`src/rtl/pmt_pkg.sv`:
```
package pmt_pkg;

    typedef enum logic [1:0] {
        ST_IDLE  = 2'd0,
        ST_XFER  = 2'd1,
        ST_END   = 2'd2,
        ST_OTHER = 2'd3
    } pmt_state_e;

    typedef struct packed {
        pmt_state_e st;
        logic       devsel;
        logic       trdy;
        logic       stop;
        logic       wr;
    } pmt_ctl_s;

endpackage

```
`src/rtl/pmt_line_ctr.sv`:
```
module pmt_line_ctr #(
    parameter  int LINE_DW = 8,
    localparam int IDX_W   = $clog2(LINE_DW)
) (
    input  logic             clk,
    input  logic             rst_n,
    input  logic             load_i,
    input  logic [IDX_W-1:0] load_idx_i,
    input  logic             step_i,
    output logic [IDX_W-1:0] idx_nx_o,
    output logic             last_nx_o
);
    localparam logic [IDX_W-1:0] LAST_IDX = IDX_W'(LINE_DW - 1);

    logic [IDX_W-1:0] idx_q, idx_d;

    always_comb begin
        idx_d = idx_q;
        if (load_i)
            idx_d = load_idx_i;
        else if (step_i)
            idx_d = idx_q + 1'b1;
        idx_nx_o  = idx_d;
        last_nx_o = (idx_d == LAST_IDX);
    end

    always_ff @(posedge clk) begin
        if (!rst_n)
            idx_q <= '0;
        else
            idx_q <= idx_d;
    end

endmodule

```
`src/rtl/pmt_wbuf.sv`:
```
module pmt_wbuf #(
    parameter int NBUF   = 2,
    parameter int BUF_DW = 4
) (
    input  logic clk,
    input  logic rst_n,
    input  logic push_i,
    input  logic drain_i,
    output logic room_nx_o,
    output logic fill_last_nx_o
);
    localparam int PW = (NBUF > 1) ? $clog2(NBUF) : 1;
    localparam int CW = $clog2(BUF_DW + 1);
    localparam logic [CW-1:0] FULL      = CW'(BUF_DW);
    localparam logic [CW-1:0] ONE_SHORT = CW'(BUF_DW - 1);
    localparam logic [PW-1:0] LAST_PTR  = PW'(NBUF - 1);

    logic [CW-1:0] cnt_q [NBUF];
    logic [CW-1:0] cnt_d [NBUF];
    logic [PW-1:0] wsel_q, wsel_d;
    logic [PW-1:0] rsel_q, rsel_d;

    function automatic logic [PW-1:0] ptr_next(input logic [PW-1:0] p);
        return (p == LAST_PTR) ? '0 : p + 1'b1;
    endfunction

    always_comb begin
        cnt_d  = cnt_q;
        wsel_d = wsel_q;
        rsel_d = rsel_q;
        if (drain_i && cnt_q[rsel_q] == FULL) begin
            cnt_d[rsel_q] = '0;
            rsel_d        = ptr_next(rsel_q);
        end
        if (push_i && cnt_q[wsel_q] != FULL) begin
            cnt_d[wsel_q] = cnt_q[wsel_q] + 1'b1;
            if (cnt_q[wsel_q] == ONE_SHORT)
                wsel_d = ptr_next(wsel_q);
        end
        room_nx_o      = (cnt_d[wsel_d] != FULL);
        fill_last_nx_o = (cnt_d[wsel_d] == ONE_SHORT);
    end

    for (genvar g = 0; g < NBUF; g++) begin : g_buf
        always_ff @(posedge clk) begin
            if (!rst_n)
                cnt_q[g] <= '0;
            else
                cnt_q[g] <= cnt_d[g];
        end

        a_r7_no_overflow: assert property (@(posedge clk) disable iff (!rst_n)
            cnt_q[g] <= FULL);
    end

    always_ff @(posedge clk) begin
        if (!rst_n) begin
            wsel_q <= '0;
            rsel_q <= '0;
        end else begin
            wsel_q <= wsel_d;
            rsel_q <= rsel_d;
        end
    end

    // the control logic must never accept a dword while the fill target is full
    a_r8_no_push_when_full: assert property (@(posedge clk) disable iff (!rst_n)
        push_i |-> (cnt_q[wsel_q] != FULL));

endmodule

```
`src/rtl/pci_mem_target.sv`:
```
module pci_mem_target #(
    parameter  int LINE_DW = 8,
    parameter  int BUF_DW  = 4,
    parameter  int NBUF    = 2,
    localparam int IDX_W   = $clog2(LINE_DW)
) (
    input  logic             clk,
    input  logic             rst_n,
    input  logic             frame_i,
    input  logic             irdy_i,
    input  logic             lock_i,
    input  logic             mem_locked_i,
    input  logic             memsel_i,
    input  logic             wr_cmd_i,
    input  logic [IDX_W-1:0] addr_i,
    input  logic             drain_i,
    output logic             devsel_o,
    output logic             trdy_o,
    output logic             stop_o
);
    import pmt_pkg::*;

    pmt_ctl_s ctl_q, ctl_d;

    logic             done, addr_ph, release_c;
    logic             room_nx, fill_last_nx, last_nx;
    logic [IDX_W-1:0] idx_nx;
    logic             offer_wr, offer_trdy, offer_stop;

    assign done      = irdy_i & ctl_q.trdy;
    assign addr_ph   = (ctl_q.st == ST_IDLE) & frame_i;
    assign release_c = ~frame_i & ~irdy_i;

    pmt_line_ctr #(.LINE_DW(LINE_DW)) i_line (
        .clk        (clk),
        .rst_n      (rst_n),
        .load_i     (addr_ph & memsel_i),
        .load_idx_i (addr_i),
        .step_i     (done),
        .idx_nx_o   (idx_nx),
        .last_nx_o  (last_nx)
    );

    pmt_wbuf #(.NBUF(NBUF), .BUF_DW(BUF_DW)) i_wbuf (
        .clk            (clk),
        .rst_n          (rst_n),
        .push_i         (done & ctl_q.wr),
        .drain_i        (drain_i),
        .room_nx_o      (room_nx),
        .fill_last_nx_o (fill_last_nx)
    );

    always_comb begin
        offer_wr   = (ctl_q.st == ST_IDLE) ? wr_cmd_i : ctl_q.wr;
        offer_trdy = offer_wr ? room_nx : 1'b1;
        offer_stop = offer_wr ? (room_nx & fill_last_nx) : last_nx;
    end

    always_comb begin
        ctl_d = ctl_q;
        unique case (ctl_q.st)
            ST_IDLE: begin
                if (frame_i) begin
                    ctl_d.wr = wr_cmd_i;
                    if (!memsel_i) begin
                        ctl_d.st = ST_OTHER;
                    end else if (lock_i && mem_locked_i) begin
                        ctl_d.st     = ST_END;
                        ctl_d.devsel = 1'b1;
                        ctl_d.trdy   = 1'b0;
                        ctl_d.stop   = 1'b1;
                    end else begin
                        ctl_d.st     = ST_XFER;
                        ctl_d.devsel = 1'b1;
                        ctl_d.trdy   = offer_trdy;
                        ctl_d.stop   = offer_stop;
                    end
                end
            end
            ST_XFER: begin
                if (release_c) begin
                    ctl_d        = '0;
                    ctl_d.st     = ST_IDLE;
                end else if (done && (ctl_q.stop || !frame_i)) begin
                    ctl_d.st   = ST_END;
                    ctl_d.trdy = 1'b0;
                    ctl_d.stop = ctl_q.stop & frame_i;
                end else if (!ctl_q.stop) begin
                    ctl_d.trdy = offer_trdy;
                    ctl_d.stop = offer_stop;
                end
            end
            ST_END: begin
                if (release_c) begin
                    ctl_d    = '0;
                    ctl_d.st = ST_IDLE;
                end else begin
                    ctl_d.stop = ctl_q.stop & frame_i;
                end
            end
            ST_OTHER: begin
                if (release_c) begin
                    ctl_d    = '0;
                    ctl_d.st = ST_IDLE;
                end
            end
            default: ctl_d = '0;
        endcase
    end

    always_ff @(posedge clk) begin
        if (!rst_n) begin
            ctl_q    <= '0;
            ctl_q.st <= ST_IDLE;
        end else begin
            ctl_q <= ctl_d;
        end
    end

    assign devsel_o = ctl_q.devsel;
    assign trdy_o   = ctl_q.trdy;
    assign stop_o   = ctl_q.stop;

    a_r2_claim_needs_select: assert property (@(posedge clk) disable iff (!rst_n)
        $rose(devsel_o) |-> $past(memsel_i));

    a_r2_resp_needs_devsel: assert property (@(posedge clk) disable iff (!rst_n)
        (trdy_o || stop_o) |-> devsel_o);

    a_r4_retry_shape: assert property (@(posedge clk) disable iff (!rst_n)
        (!devsel_o && frame_i && memsel_i && lock_i && mem_locked_i
         && ctl_q.st == ST_IDLE) |=> (devsel_o && stop_o && !trdy_o));

    a_r6_stop_hold: assert property (@(posedge clk) disable iff (!rst_n)
        (stop_o && frame_i) |=> stop_o);

    a_r6_stop_drop: assert property (@(posedge clk) disable iff (!rst_n)
        (stop_o && !frame_i) |=> !stop_o);

    a_r9_release: assert property (@(posedge clk) disable iff (!rst_n)
        (devsel_o && !frame_i && !irdy_i) |=> !(devsel_o || trdy_o || stop_o));

    a_r10_last_phase: assert property (@(posedge clk) disable iff (!rst_n)
        (trdy_o && irdy_i && !frame_i) |=> !trdy_o);

endmodule

```
`config.mk`:
```
export PLATFORM = sky130hd
export DESIGN_NAME = pci_mem_target
export DESIGN_NICKNAME = d
export VERILOG_FILES = /design/src/rtl/pmt_pkg.sv /design/src/rtl/pmt_line_ctr.sv /design/src/rtl/pmt_wbuf.sv /design/src/rtl/pci_mem_target.sv
export SDC_FILE = /design/constraint.sdc
export NUM_CORES = 1
export LEC_CHECK = 0
export ABC_AREA = 1
export BUFFER_PORTS_ARGS = -buffer_cell sky130_fd_sc_hd__buf_2
export CORE_MARGIN = 2
export CORE_UTILIZATION = 61
export DETAILED_ROUTE_END_ITERATION = 10
export GPL_TIMING_DRIVEN = 0
export PLACE_DENSITY = 0.84
export SLEW_MARGIN = 0
export SYNTH_ARGS = -nofsm -noshare
export SYNTH_HDL_FRONTEND = slang
export SYNTH_SLANG_ARGS = --single-unit
```
`constraint.sdc`:
```
create_clock -name clk -period 3.7 [get_ports clk]
set_input_delay 0.74 -clock clk [delete_from_list [all_inputs] [get_ports clk]]
set_output_delay 0.74 -clock clk [all_outputs]
set_load 0.02 [all_outputs]
```
==> flow_summary.ini <==
[setup_path]
path_class = reg -> reg
r2r-start = i_wbuf.wsel_q
r2r_slack_ns = 1.27
crit_path_start_kind = flop
worstPathArrival_ns = 2.61
critPathMaxFanout = 10
r2r-end = trdy_o
ff2ff_path_depth = 15
critPathRequiredTime_ns = 3.88
end_kind = flop

[floorplanning]
dieArea_um2 = 2360
coreArea_um2 = 1920
start_util = 0.630
ios = 15
rows = 16
die_w_um = 48.5
die_h_um = 48.5

[placement]
dp.cells = 220
placed_cell_area_um2 = 1310
dp_slack_ns = 1.27
gp_congestion = 0.851
placement.io_buffers = 14
dp_hpwl_mm = 2.04

[pwr]
peakVddDrop_v = 0.000414
p_int_mw = 0.352
power_frac_seq = 0.398
power.total_mw = 0.610
p_switching_mw = 0.258
combPwrFrac = 0.444
clkPwrFrac = 0.158
power_density_nw_per_um2 = 455
switching_share = 0.423
power_leakage_nw = 0.640

[hold_path]
hold_path_end = devsel_o
min_path_cells = 2
min_from = devsel_o
hp-class = reg -> reg

[flow_run]
drv_cap = 0

[synth]
synth_xor_area_frac = 0.0290
synth_seq_area_share = 0.281
synthDistinctLibCells = 35
syn_area_um2 = 1210
syn-instance-count = 179
async_flop_share = 0
postSynthAreaPerCell_um2 = 6.76
synth_edf_count = 0
synth_nets = 195
synthAdderAreaFrac = 0.0414
yosys_register_bits = 17
ys.flop_type = dfxtp_1
synth_compound_gate_area_share = 0.152
synthMuxAreaShare = 0
synth_top_family_by_area = simple AND/OR/NAND/NOR gates
yosys.area_share.simple = 0.401
yosys_warnings = 0

[detailed_routing]
ant_nets = 0
wl_per_cell_um = 11.1
drt_pass1_iterations = 4
wirelength_mm = 2.49
vias = 1222
viasPerCell = 5.46
drc = 0
drtIter0Drc = 9

[cts]
cts.repair.resized = 0
cts_hold_buffers = 0
clk_pin_slew_ns = 0.09
cts_tree = done
cts_buffers = 3
cts_root_buffer = clkbuf_4
numClockSinks = 17
cts_setup_buffers = 0
clock_latency_ns = 0.29
cts_buffer_depth = 2
htree_levels = 1

[grt]
grtUsageTotal = 0.237
grt_max_degree = 11
grt_pass1_wl_mm = 4.53
overflow = 0
antenna_found_initial = 0
grt_pass1_vias = 1167

[finish]
synthToLayoutAreaGrowth_pct = 10.8
n_antenna_cell = 0
final_core_util = 0.697
fin_area_um2 = 1340
nets = 214
drive_above_1_share = 0.188
fillers = 181
finalNonFillerCells = 224
regArea_um2 = 340
multi_input_area_um2 = 754

[timing]
hold_ws_ns = 0.481
setup_ws_ns = 1.27
finalSetupViolCount = 0
grt_setup_unrepaired = no
skew_ns = 0.00133
tightestPinTransition_ns = 0.438
drv_slew = 0
tns_ns = 0
finalCriticalPeriod_ns = 2.43
maxSlewHeadroom = 0.708
fin_crit_sh = 0.657
hold_viol = 0
fmaxAchievable_mhz = 412

[outcome]
status = finished, final reports clean
-- logic make-up (layout without fill, tap and decap cells) --
family | Yosys count | after routing
simple gates | 94 | 94
compound gates | 33 | 33
buf+inv | 27 | 45
flops | 17 | 17
fa+ha+maj | 4 | 4
xor+xnor | 4 | 4
-- worst max-delay path: stages (launching register included) --
cell,delay (ns)
dfxtp_1,0.32
buf_6,0.13
buf_4,0.17
o21ai_0,0.24
inv_1,0.08
ha_1,0.21
ha_1,0.19
xor2_1,0.17
nand3_2,0.12
nand2_4,0.11
inv_2,0.06
nand2_2,0.05
nand2_1,0.05
or2_0,0.22
o21ai_1,0.13
a21oi_1,0.08
-- per-layer routing --
layer / vias up / global-route usage / wire length (µm)
li1: 622 / - / -
met3: 5 / 0.0309 / 89
met1: 571 / 0.267 / 1080
met4: 0 / 0.0952 / 42
met5: - / 0 / 0
met2: 24 / 0.449 / 1280
-- worst max path at each step --
stage,startpoint,to,slack [ns],cells after the start
after detailed placement,i_wbuf.wsel_q,trdy_o,1.27,15
after global placement,i_wbuf.wsel_q,trdy_o,1.35,15
after global routing,i_wbuf.wsel_q,trdy_o,1.05,15
after CTS,i_wbuf.wsel_q,trdy_o,1.24,15
after floorplan,i_wbuf.wsel_q,trdy_o,1.52,15
final,i_wbuf.wsel_q,trdy_o,1.27,15
-- cell usage after synthesis, types with 2 or more instances --
cell     count  area share
inv_2        3      0.0093
nand2_2      3       0.016
nand3_1     17       0.070
o21ai_1      3       0.012
nand3_2      2       0.017
inv_1       19       0.059
ha_1         4       0.041
xor2_1       3       0.022
dfxtp_1     17        0.28
nand2_1     37        0.11
a21oi_1     13       0.054
o21ai_0     10       0.041
nand2_4      4       0.037
nand4_1      4       0.021
nor2_1      20       0.062
-- registers in the layout (all words and copies together), names as in the netlist --
name / flops
devsel_o: 1
trdy_o: 1
stop_o: 1
i_line.idx_q: 3
i_wbuf.rsel_q: 1
ctl_q: 3
i_wbuf.cnt_q: 6
i_wbuf.wsel_q: 1
-- final cells by class --
cell class / instances / area share
clock buffer: 4 / 0.0196
buffer: 3 / 0.0168
timing repair buffer: 14 / 0.0523
multi-input combinational: 135 / 0.563
inverter: 24 / 0.0691
tap: 27 / 0.0252
sequential: 17 / 0.254
-- layout by cell type, fill, tap and decap left out, drive strengths merged --
cell type,count
clkinv,1
a31oi,1
clkbuf,5
o21bai,1
xnor2,1
nor3,2
nor2,22
buf,16
nand3b,1
a221oi,1
o31ai,1
nand2,44
a21oi,13
or2,1
nand4,4
nand3,20
xor2,3
a211oi,1
o21ai,14
o21a,1
inv,23
ha,4
dfxtp,17
-- power groups by stage --
stage	clock network (mW)	logic [mW]	registers, mW
floorplan	0	0.196	0.254
global placement	0	0.259	0.245
detailed placement	0	0.267	0.246
CTS	0.0993	0.269	0.242
global route	0.106	0.310	0.246
finish	0.0962	0.271	0.243
(Power assumes the default switching activity.)
